==> config.mk <==
export PLATFORM = sky130hd
export DESIGN_NAME = scan_timing_gen
export DESIGN_NICKNAME = d
export VERILOG_FILES = /design/src/rtl/scan_timing_pkg.sv /design/src/rtl/sct_line_accum.sv /design/src/rtl/sct_line_seq.sv /design/src/rtl/sct_audio_tick.sv /design/src/rtl/scan_timing_gen.sv
export SDC_FILE = /design/constraint.sdc
export NUM_CORES = 1
export LEC_CHECK = 0
export BUFFER_PORTS_ARGS = -buffer_cell sky130_fd_sc_hd__clkbuf_2
export CORE_MARGIN = 10
export CORE_UTILIZATION = 60
export DETAILED_ROUTE_END_ITERATION = 16
export GPL_TIMING_DRIVEN = 0
export HOLD_SLACK_MARGIN = 0.02
export PLACE_DENSITY = 0.79
export SKIP_CTS_REPAIR_TIMING = 1
export SLEW_MARGIN = 25
export SYNTH_ARGS = -nofsm -noshare
export SYNTH_HDL_FRONTEND = slang
export SYNTH_SLANG_ARGS = --single-unit
==> constraint.sdc <==
create_clock -name clk -period 9.7 [get_ports clk]
set_input_delay 1.94 -clock clk [delete_from_list [all_inputs] [get_ports clk]]
set_output_delay 1.94 -clock clk [all_outputs]
set_load 0.05 [all_outputs]
==> src/rtl/scan_timing_pkg.sv <==
package scan_timing_pkg;

    localparam int FRAC_W = 12;
    localparam int ACC_W  = 32;
    localparam int INT_W  = ACC_W - FRAC_W;

    typedef enum logic {
        STD_60HZ = 1'b0,
        STD_50HZ = 1'b1
    } vid_std_e;

    typedef struct packed {
        logic hsync;
        logic vblank;
        logic wrap;
        logic tick;
    } line_evt_t;

    function automatic logic [ACC_W-1:0] pick_inc(
        input vid_std_e         s,
        input logic [ACC_W-1:0] inc60,
        input logic [ACC_W-1:0] inc50
    );
        return (s == STD_50HZ) ? inc50 : inc60;
    endfunction

endpackage

==> src/rtl/sct_line_accum.sv <==
module sct_line_accum
    import scan_timing_pkg::*;
#(
    parameter logic [ACC_W-1:0] INC_60 = 32'd8791293,
    parameter logic [ACC_W-1:0] INC_50 = 32'd8864320
) (
    input  logic     clk,
    input  logic     rst,
    input  vid_std_e std_next,
    output logic     hsync
);
    localparam int LEN_60  = int'(INC_60 >> FRAC_W);
    localparam int LEN_50  = int'(INC_50 >> FRAC_W);
    localparam int MIN_LEN = (LEN_60 < LEN_50) ? LEN_60 : LEN_50;
    localparam int MAX_LEN = (LEN_60 < LEN_50) ? LEN_50 : LEN_60;

    logic [ACC_W-1:0] acc;
    logic [INT_W-1:0] clk_cnt;
    logic [INT_W-1:0] line_len;
    logic [ACC_W-1:0] inc_sel;

    assign line_len = acc[ACC_W-1:FRAC_W];
    assign inc_sel  = pick_inc(std_next, INC_60, INC_50);
    assign hsync    = (clk_cnt == line_len - INT_W'(1));

    always_ff @(posedge clk) begin
        if (rst) begin
            acc     <= inc_sel;
            clk_cnt <= '0;
        end else if (hsync) begin
            acc     <= {{INT_W{1'b0}}, acc[FRAC_W-1:0]} + inc_sel;
            clk_cnt <= '0;
        end else begin
            clk_cnt <= clk_cnt + INT_W'(1);
        end
    end

    // with the fraction carried, a line is never more than one clock longer than the integer increment
    p_len_range_r2: assert property (@(posedge clk) disable iff (rst)
        (line_len >= INT_W'(MIN_LEN)) && (line_len <= INT_W'(MAX_LEN + 1)));

    // the clock count restarts after each line strobe
    p_restart_r1: assert property (@(posedge clk) disable iff (rst)
        hsync |=> (clk_cnt == '0));

    // the count never runs past the end of the line
    p_cnt_bound_r1: assert property (@(posedge clk) disable iff (rst)
        clk_cnt < line_len);
endmodule

==> src/rtl/sct_line_seq.sv <==
module sct_line_seq
    import scan_timing_pkg::*;
#(
    parameter int LINES_60 = 263,
    parameter int LINES_50 = 313,
    parameter int VBL_LINE = 240,
    parameter int LINE_W   = 9,
    parameter int FRAME_W  = 16
) (
    input  logic               clk,
    input  logic               rst,
    input  logic               hsync,
    input  logic               std_sel,
    input  logic               interlace_en,
    output vid_std_e           std_next,
    output logic               vblank_irq,
    output logic               frame_wrap,
    output logic               field_odd,
    output logic [FRAME_W-1:0] frame_count
);
    vid_std_e           std_q;
    logic [LINE_W-1:0]  line;
    logic [LINE_W-1:0]  line_inc;
    logic [LINE_W-1:0]  total;
    logic               last;
    logic [FRAME_W-1:0] frame_inc;

    assign total      = (std_q == STD_50HZ) ? LINE_W'(LINES_50) : LINE_W'(LINES_60);
    assign line_inc   = line + LINE_W'(1);
    assign last       = (line_inc == total);
    assign frame_inc  = frame_count + FRAME_W'(1);
    assign frame_wrap = hsync && last;
    assign vblank_irq = hsync && !last && (line_inc == LINE_W'(VBL_LINE));
    assign std_next   = (rst || frame_wrap) ? vid_std_e'(std_sel) : std_q;

    always_ff @(posedge clk) begin
        if (rst) begin
            std_q       <= vid_std_e'(std_sel);
            line        <= '0;
            frame_count <= '0;
            field_odd   <= 1'b0;
        end else if (hsync) begin
            if (last) begin
                line        <= '0;
                frame_count <= frame_inc;
                std_q       <= vid_std_e'(std_sel);
                field_odd   <= interlace_en & frame_inc[0];
            end else begin
                line <= line_inc;
                if (vblank_irq) field_odd <= 1'b0;
            end
        end
    end

    // wrap returns the line number to zero and advances the frame count
    p_wrap_r3: assert property (@(posedge clk) disable iff (rst)
        frame_wrap |=> (line == '0) && (frame_count == $past(frame_count) + FRAME_W'(1)));

    // the line number stays below the frame total
    p_line_bound_r3: assert property (@(posedge clk) disable iff (rst)
        line < total);

    // the vblank pulse lands on the vblank line and clears the field bit
    p_vblank_r4: assert property (@(posedge clk) disable iff (rst)
        vblank_irq |=> (line == LINE_W'(VBL_LINE)) && !field_odd);

    // vblank and wrap never coincide
    p_excl_r4: assert property (@(posedge clk) disable iff (rst)
        $onehot0({vblank_irq, frame_wrap}));

    // the standard only changes across a wrap
    p_std_hold_r7: assert property (@(posedge clk) disable iff (rst)
        !frame_wrap |=> $stable(std_q));

    // the field bit moves only on a vblank pulse or a wrap
    p_field_hold_r5: assert property (@(posedge clk) disable iff (rst)
        !(vblank_irq || frame_wrap) |=> $stable(field_odd));
endmodule

==> src/rtl/sct_audio_tick.sv <==
module sct_audio_tick #(
    parameter int AUDIO_LINES = 32
) (
    input  logic clk,
    input  logic rst,
    input  logic hsync,
    output logic tick
);
    localparam int AUD_W = $clog2(AUDIO_LINES + 1);

    logic [AUD_W-1:0] cnt;

    assign tick = hsync && (cnt == AUD_W'(AUDIO_LINES - 1));

    always_ff @(posedge clk) begin
        if (rst)        cnt <= '0;
        else if (hsync) cnt <= tick ? '0 : cnt + AUD_W'(1);
    end

    // a tick only comes with a line strobe
    p_tick_hsync_r6: assert property (@(posedge clk) disable iff (rst)
        tick |-> hsync);

    // the line count between ticks stays in range
    p_cnt_bound_r6: assert property (@(posedge clk) disable iff (rst)
        cnt < AUD_W'(AUDIO_LINES));
endmodule

==> src/rtl/scan_timing_gen.sv <==
module scan_timing_gen
    import scan_timing_pkg::*;
#(
    parameter logic [ACC_W-1:0] INC_60 = 32'd8791293,
    parameter logic [ACC_W-1:0] INC_50 = 32'd8864320,
    parameter int LINES_60    = 263,
    parameter int LINES_50    = 313,
    parameter int VBL_LINE    = 240,
    parameter int AUDIO_LINES = 32,
    parameter int FRAME_W     = 16
) (
    input  logic               clk,
    input  logic               rst,
    input  logic               std_sel,
    input  logic               interlace_en,
    output logic               hsync,
    output logic               vblank_irq,
    output logic               frame_wrap,
    output logic               field_odd,
    output logic               audio_tick,
    output logic [FRAME_W-1:0] frame_count
);
    localparam int MAX_LINES = (LINES_60 > LINES_50) ? LINES_60 : LINES_50;
    localparam int LINE_W    = $clog2(MAX_LINES + 1);

    vid_std_e  std_next;
    line_evt_t evt;

    sct_line_accum #(
        .INC_60 (INC_60),
        .INC_50 (INC_50)
    ) u_accum (
        .clk      (clk),
        .rst      (rst),
        .std_next (std_next),
        .hsync    (evt.hsync)
    );

    sct_line_seq #(
        .LINES_60 (LINES_60),
        .LINES_50 (LINES_50),
        .VBL_LINE (VBL_LINE),
        .LINE_W   (LINE_W),
        .FRAME_W  (FRAME_W)
    ) u_seq (
        .clk          (clk),
        .rst          (rst),
        .hsync        (evt.hsync),
        .std_sel      (std_sel),
        .interlace_en (interlace_en),
        .std_next     (std_next),
        .vblank_irq   (evt.vblank),
        .frame_wrap   (evt.wrap),
        .field_odd    (field_odd),
        .frame_count  (frame_count)
    );

    sct_audio_tick #(
        .AUDIO_LINES (AUDIO_LINES)
    ) u_audio (
        .clk   (clk),
        .rst   (rst),
        .hsync (evt.hsync),
        .tick  (evt.tick)
    );

    assign hsync      = evt.hsync;
    assign vblank_irq = evt.vblank;
    assign frame_wrap = evt.wrap;
    assign audio_tick = evt.tick;
endmodule

==> metrics <==
Final min period=between 5 and 6 ns; distinct cell type count of the synthesized netlist=53; hold_sp=u_seq.field_odd; Sum Neg Setup Slack=0 ns; Post-Route Skew=between 0.009 and 0.01 ns; Worst Path Required=9.78 ns; Worst path depth=17; max-slew violation count=0; clk sinks=68; fin cells=549; final period utilization=0.579; Post-Synth XOR/XNOR Area=0.0850; CP Launch Type=flop; post-synthesis adder-cell area fraction=0.0525; Yosys reg bits=68; Num CTS Buffers=9; Worst R2R Path Depth=17; die height=about 100 µm; P&R area growth vs syn=11.6%; DR vias=between 3000 and 4000; first-pass GRT wire length=about 14 mm; peak supply drop=around 0.13 mV; leakage power=1.61 nW; Core Rows=28; Initial Util=0.629; largest family of logic cells by synthesized area=simple AND/OR/NAND/NOR gates; Hold Vio Cnt, Final=0; post-synthesis compound-gate area fraction=0.113; Filler Cells Inserted=between 400 and 500; simple-gate area share of the yosys netlist=0.267; Max-cap violations=0; Die X=between 90 and 100 µm; Setup CP Type=flop to flop; Hold Path Cell Cnt=2; Least-Margin Pin Slew=0.877 ns; outcome=finished clean; gpl congestion=0.928; Setup violations, final=0; fin nets=489; Worst Hold Class=flop to flop; Setup crit end kind=flop; pin count of the biggest net entering global routing=25; Final HPWL DP=5.71 mm; Worst Path Max Fanout=8; slowest CP cell=nor4_2; final WL=slightly above 8 mm; crit-path cells=inv_1 -> ha_1 -> inv_1 -> ha_1 -> xnor2_1 -> nand4_1 -> nor4_2 -> o2111ai_1 -> nand2b_1 -> mux2i_1 -> ha_1 -> a21o_1 -> a21oi_1 -> o21ai_0 -> a41oi_1 -> xor2_1 -> o21ai_0; placed insts=533; gr ovfl total=0; CP top delay family=compound AO/OA/AOI/OAI gates; DR pass1 iterations=4; max frequency=roughly 180 MHz; placeable core region=around 6100 µm²; CTS tree=yes; vias per inst=slightly below 6; clk slew on worst S/H paths=~0.070 ns; Syn Std Cell Area=roughly 3800 µm²; Die Area=~9900 µm²; post-synthesis average cell area=~8.8 µm²; YS warnings=0; Synth Flop Type=dfxtp_1; Critical R2R Launch=u_accum.acc[12]; cell mode on critical path=ha_1; CP peak stage delay=around 0.82 ns; reg2reg end=u_accum.acc[10]; asr flop ratio synth=0; global-route usage over all layers=0.171; Slew headroom=0.398; hold endpoint=u_seq.field_odd; RSZ-0062 raised after global routing=false; worst path bufs/invs=2; clk_lat worst skew=around 0.35 ns; cell count after synthesis=roughly 430; Worst R2R Setup Slack=4.08 ns; WL/cell=about 15 µm; layout cell share with drive strength beyond 1=0.129; PortBufs=24; CP arrival=roughly 5.7 ns; Mapped Nets=454; DRC viols=0; Ports=25; vias in the first global route=approximately 3100; pwr dens=154 nW/µm²; Routed Antenna Nets=0; sequential area share after synthesis=0.399; 1st-iter DRT viols=between 100 and 150; Post-synth EDFFs=16; Antenna diodes=0; initial antenna violation count=0; worst-case clock buffer depth=2; clk root buf=clkbuf_8; H-tree depth=3; multiplexer share of the synthesized area=0.0515
-- layer usage --
layer / share of wire / GRT usage / up-vias
met2: 0.47 / 0.275 / 72
li1: - / - / 1619
met4: 0.023 / 0.0882 / 0
met3: 0.054 / 0.0436 / 14
met5: 0 / 0 / -
met1: 0.45 / 0.207 / 1526
-- per-stage QoR --
step	area [µm²]	setup WS (ns)	total power [mW]	hold slack [ns]	utilization
after floorplan	3810	3.51	0.376	0.435	-
after global placement	4030	4.20	0.389	0.449	0.664
after detailed placement	4030	4.16	0.392	0.468	0.664
after CTS	4250	4.10	0.659	0.477	0.701
after global routing	4250	3.74	0.683	0.503	0.701
final	4250	4.08	0.656	0.474	0.701
-- flip-flops by register name (all words and copies together) (netlist names) --
register	count
u_audio.cnt	6
u_accum.acc	15
u_accum.clk_cnt	20
u_seq.std_q	1
u_seq.line	9
u_seq.field_odd	1
u_seq.frame_count	16
-- cells in the final DEF, fill, tap and decap left out, types with 3 or more instances in the layout --
cell type  instances
nand4_1            9
a31oi_1            4
a211oi_1           4
nor3_1            17
nor4_1             8
clkbuf_2          25
buf_2              3
or4_1              4
xnor2_1           15
and3_1             5
nor2b_1           12
a21o_1             3
clkbuf_1          14
a41oi_1            3
nand2_1           31
a21oi_1           19
a21boi_0           3
nand2b_1           7
o21ai_0           12
edfxtp_1          16
clkbuf_8           9
and2_1             3
o211ai_1           3
mux2_2            12
xor2_1            22
nor2_1            61
ha_1              16
inv_1             14
o21a_1             3
nand3_1           21
dfxtp_1           52
mux2i_1            5
-- how the worst max path moves through the flow --
| stage | start | endpoint |
|---|---|---|
| after CTS | u_accum.acc[12] | u_accum.acc[10] |
| final | u_accum.acc[12] | u_accum.acc[10] |
| after global routing | u_accum.acc[12] | u_accum.acc[10] |
| after floorplan | u_accum.acc[12] | vblank_irq |
| after global placement | u_accum.acc[12] | u_accum.acc[10] |
| after detailed placement | u_accum.acc[12] | u_accum.acc[10] |
-- cells in the mapped netlist (all sizes together), types with 2 or more instances --
cell      n  share of area
a211oi    4         0.0079
a21boi    3         0.0059
a21o      3         0.0059
a21oi    19          0.025
a31oi     4         0.0066
a41oi     3         0.0069
and2      3         0.0049
and3      5         0.0082
and4      2         0.0046
buf       3         0.0039
clkbuf   14          0.014
dfxtp    52           0.27
edfxtp   16           0.13
ha       16          0.053
inv      14          0.014
mux2     13          0.038
mux2i     5          0.013
nand2    31          0.031
nand2b    7          0.011
nand3    21          0.028
nand3b    2         0.0039
nand4     9          0.015
nand4b    2         0.0046
nor2     61          0.060
nor2b    12          0.020
nor3     17          0.022
nor3b     2         0.0039
nor4     10          0.020
nor4b     2         0.0062
o2111ai   2         0.0046
o211ai    3         0.0059
o21a      3         0.0059
o21ai    12          0.016
o21bai    2         0.0039
o31ai     2         0.0039
or2       2         0.0033
or3       2         0.0033
or4       5          0.011
xnor2    15          0.034
xor2     22          0.051
-- report_power, final --
group | switching (mW) | internal (mW)
clock network | 0.110 | 0.158
registers | 0.00748 | 0.303
logic | 0.0449 | 0.0329
-- layout make-up --
cell class              count  area (µm²)  share of cell area
repair buffers             24         120              0.0283
multi-input cells         335        2170               0.510
flip-flops and latches     68        1520               0.358
inverters                  14        52.6              0.0124
clock buffers              11         153              0.0359
plain buffers              17        68.8              0.0162
clock inverters             5        72.6              0.0171
well taps                  75        93.8              0.0221
-- tightest hold or removal path: stages, from the launching register on --
cell and delay [ns]:
dfxtp_1 0.31, nand3_1 0.06, a21oi_1 0.05
-- cell families (layout without fill, tap and decap cells) --
family / after synthesis / after routing
AND/OR/NAND/NOR: 198 / 198
buffers and inverters: 31 / 71
AO/OA/AOI/OAI: 66 / 66
adder cells (fa/ha/maj): 16 / 16
XOR/XNOR: 37 / 37
flip-flops: 68 / 68
multiplexers: 18 / 18
Note: power is estimated with default switching activity, not from simulation.
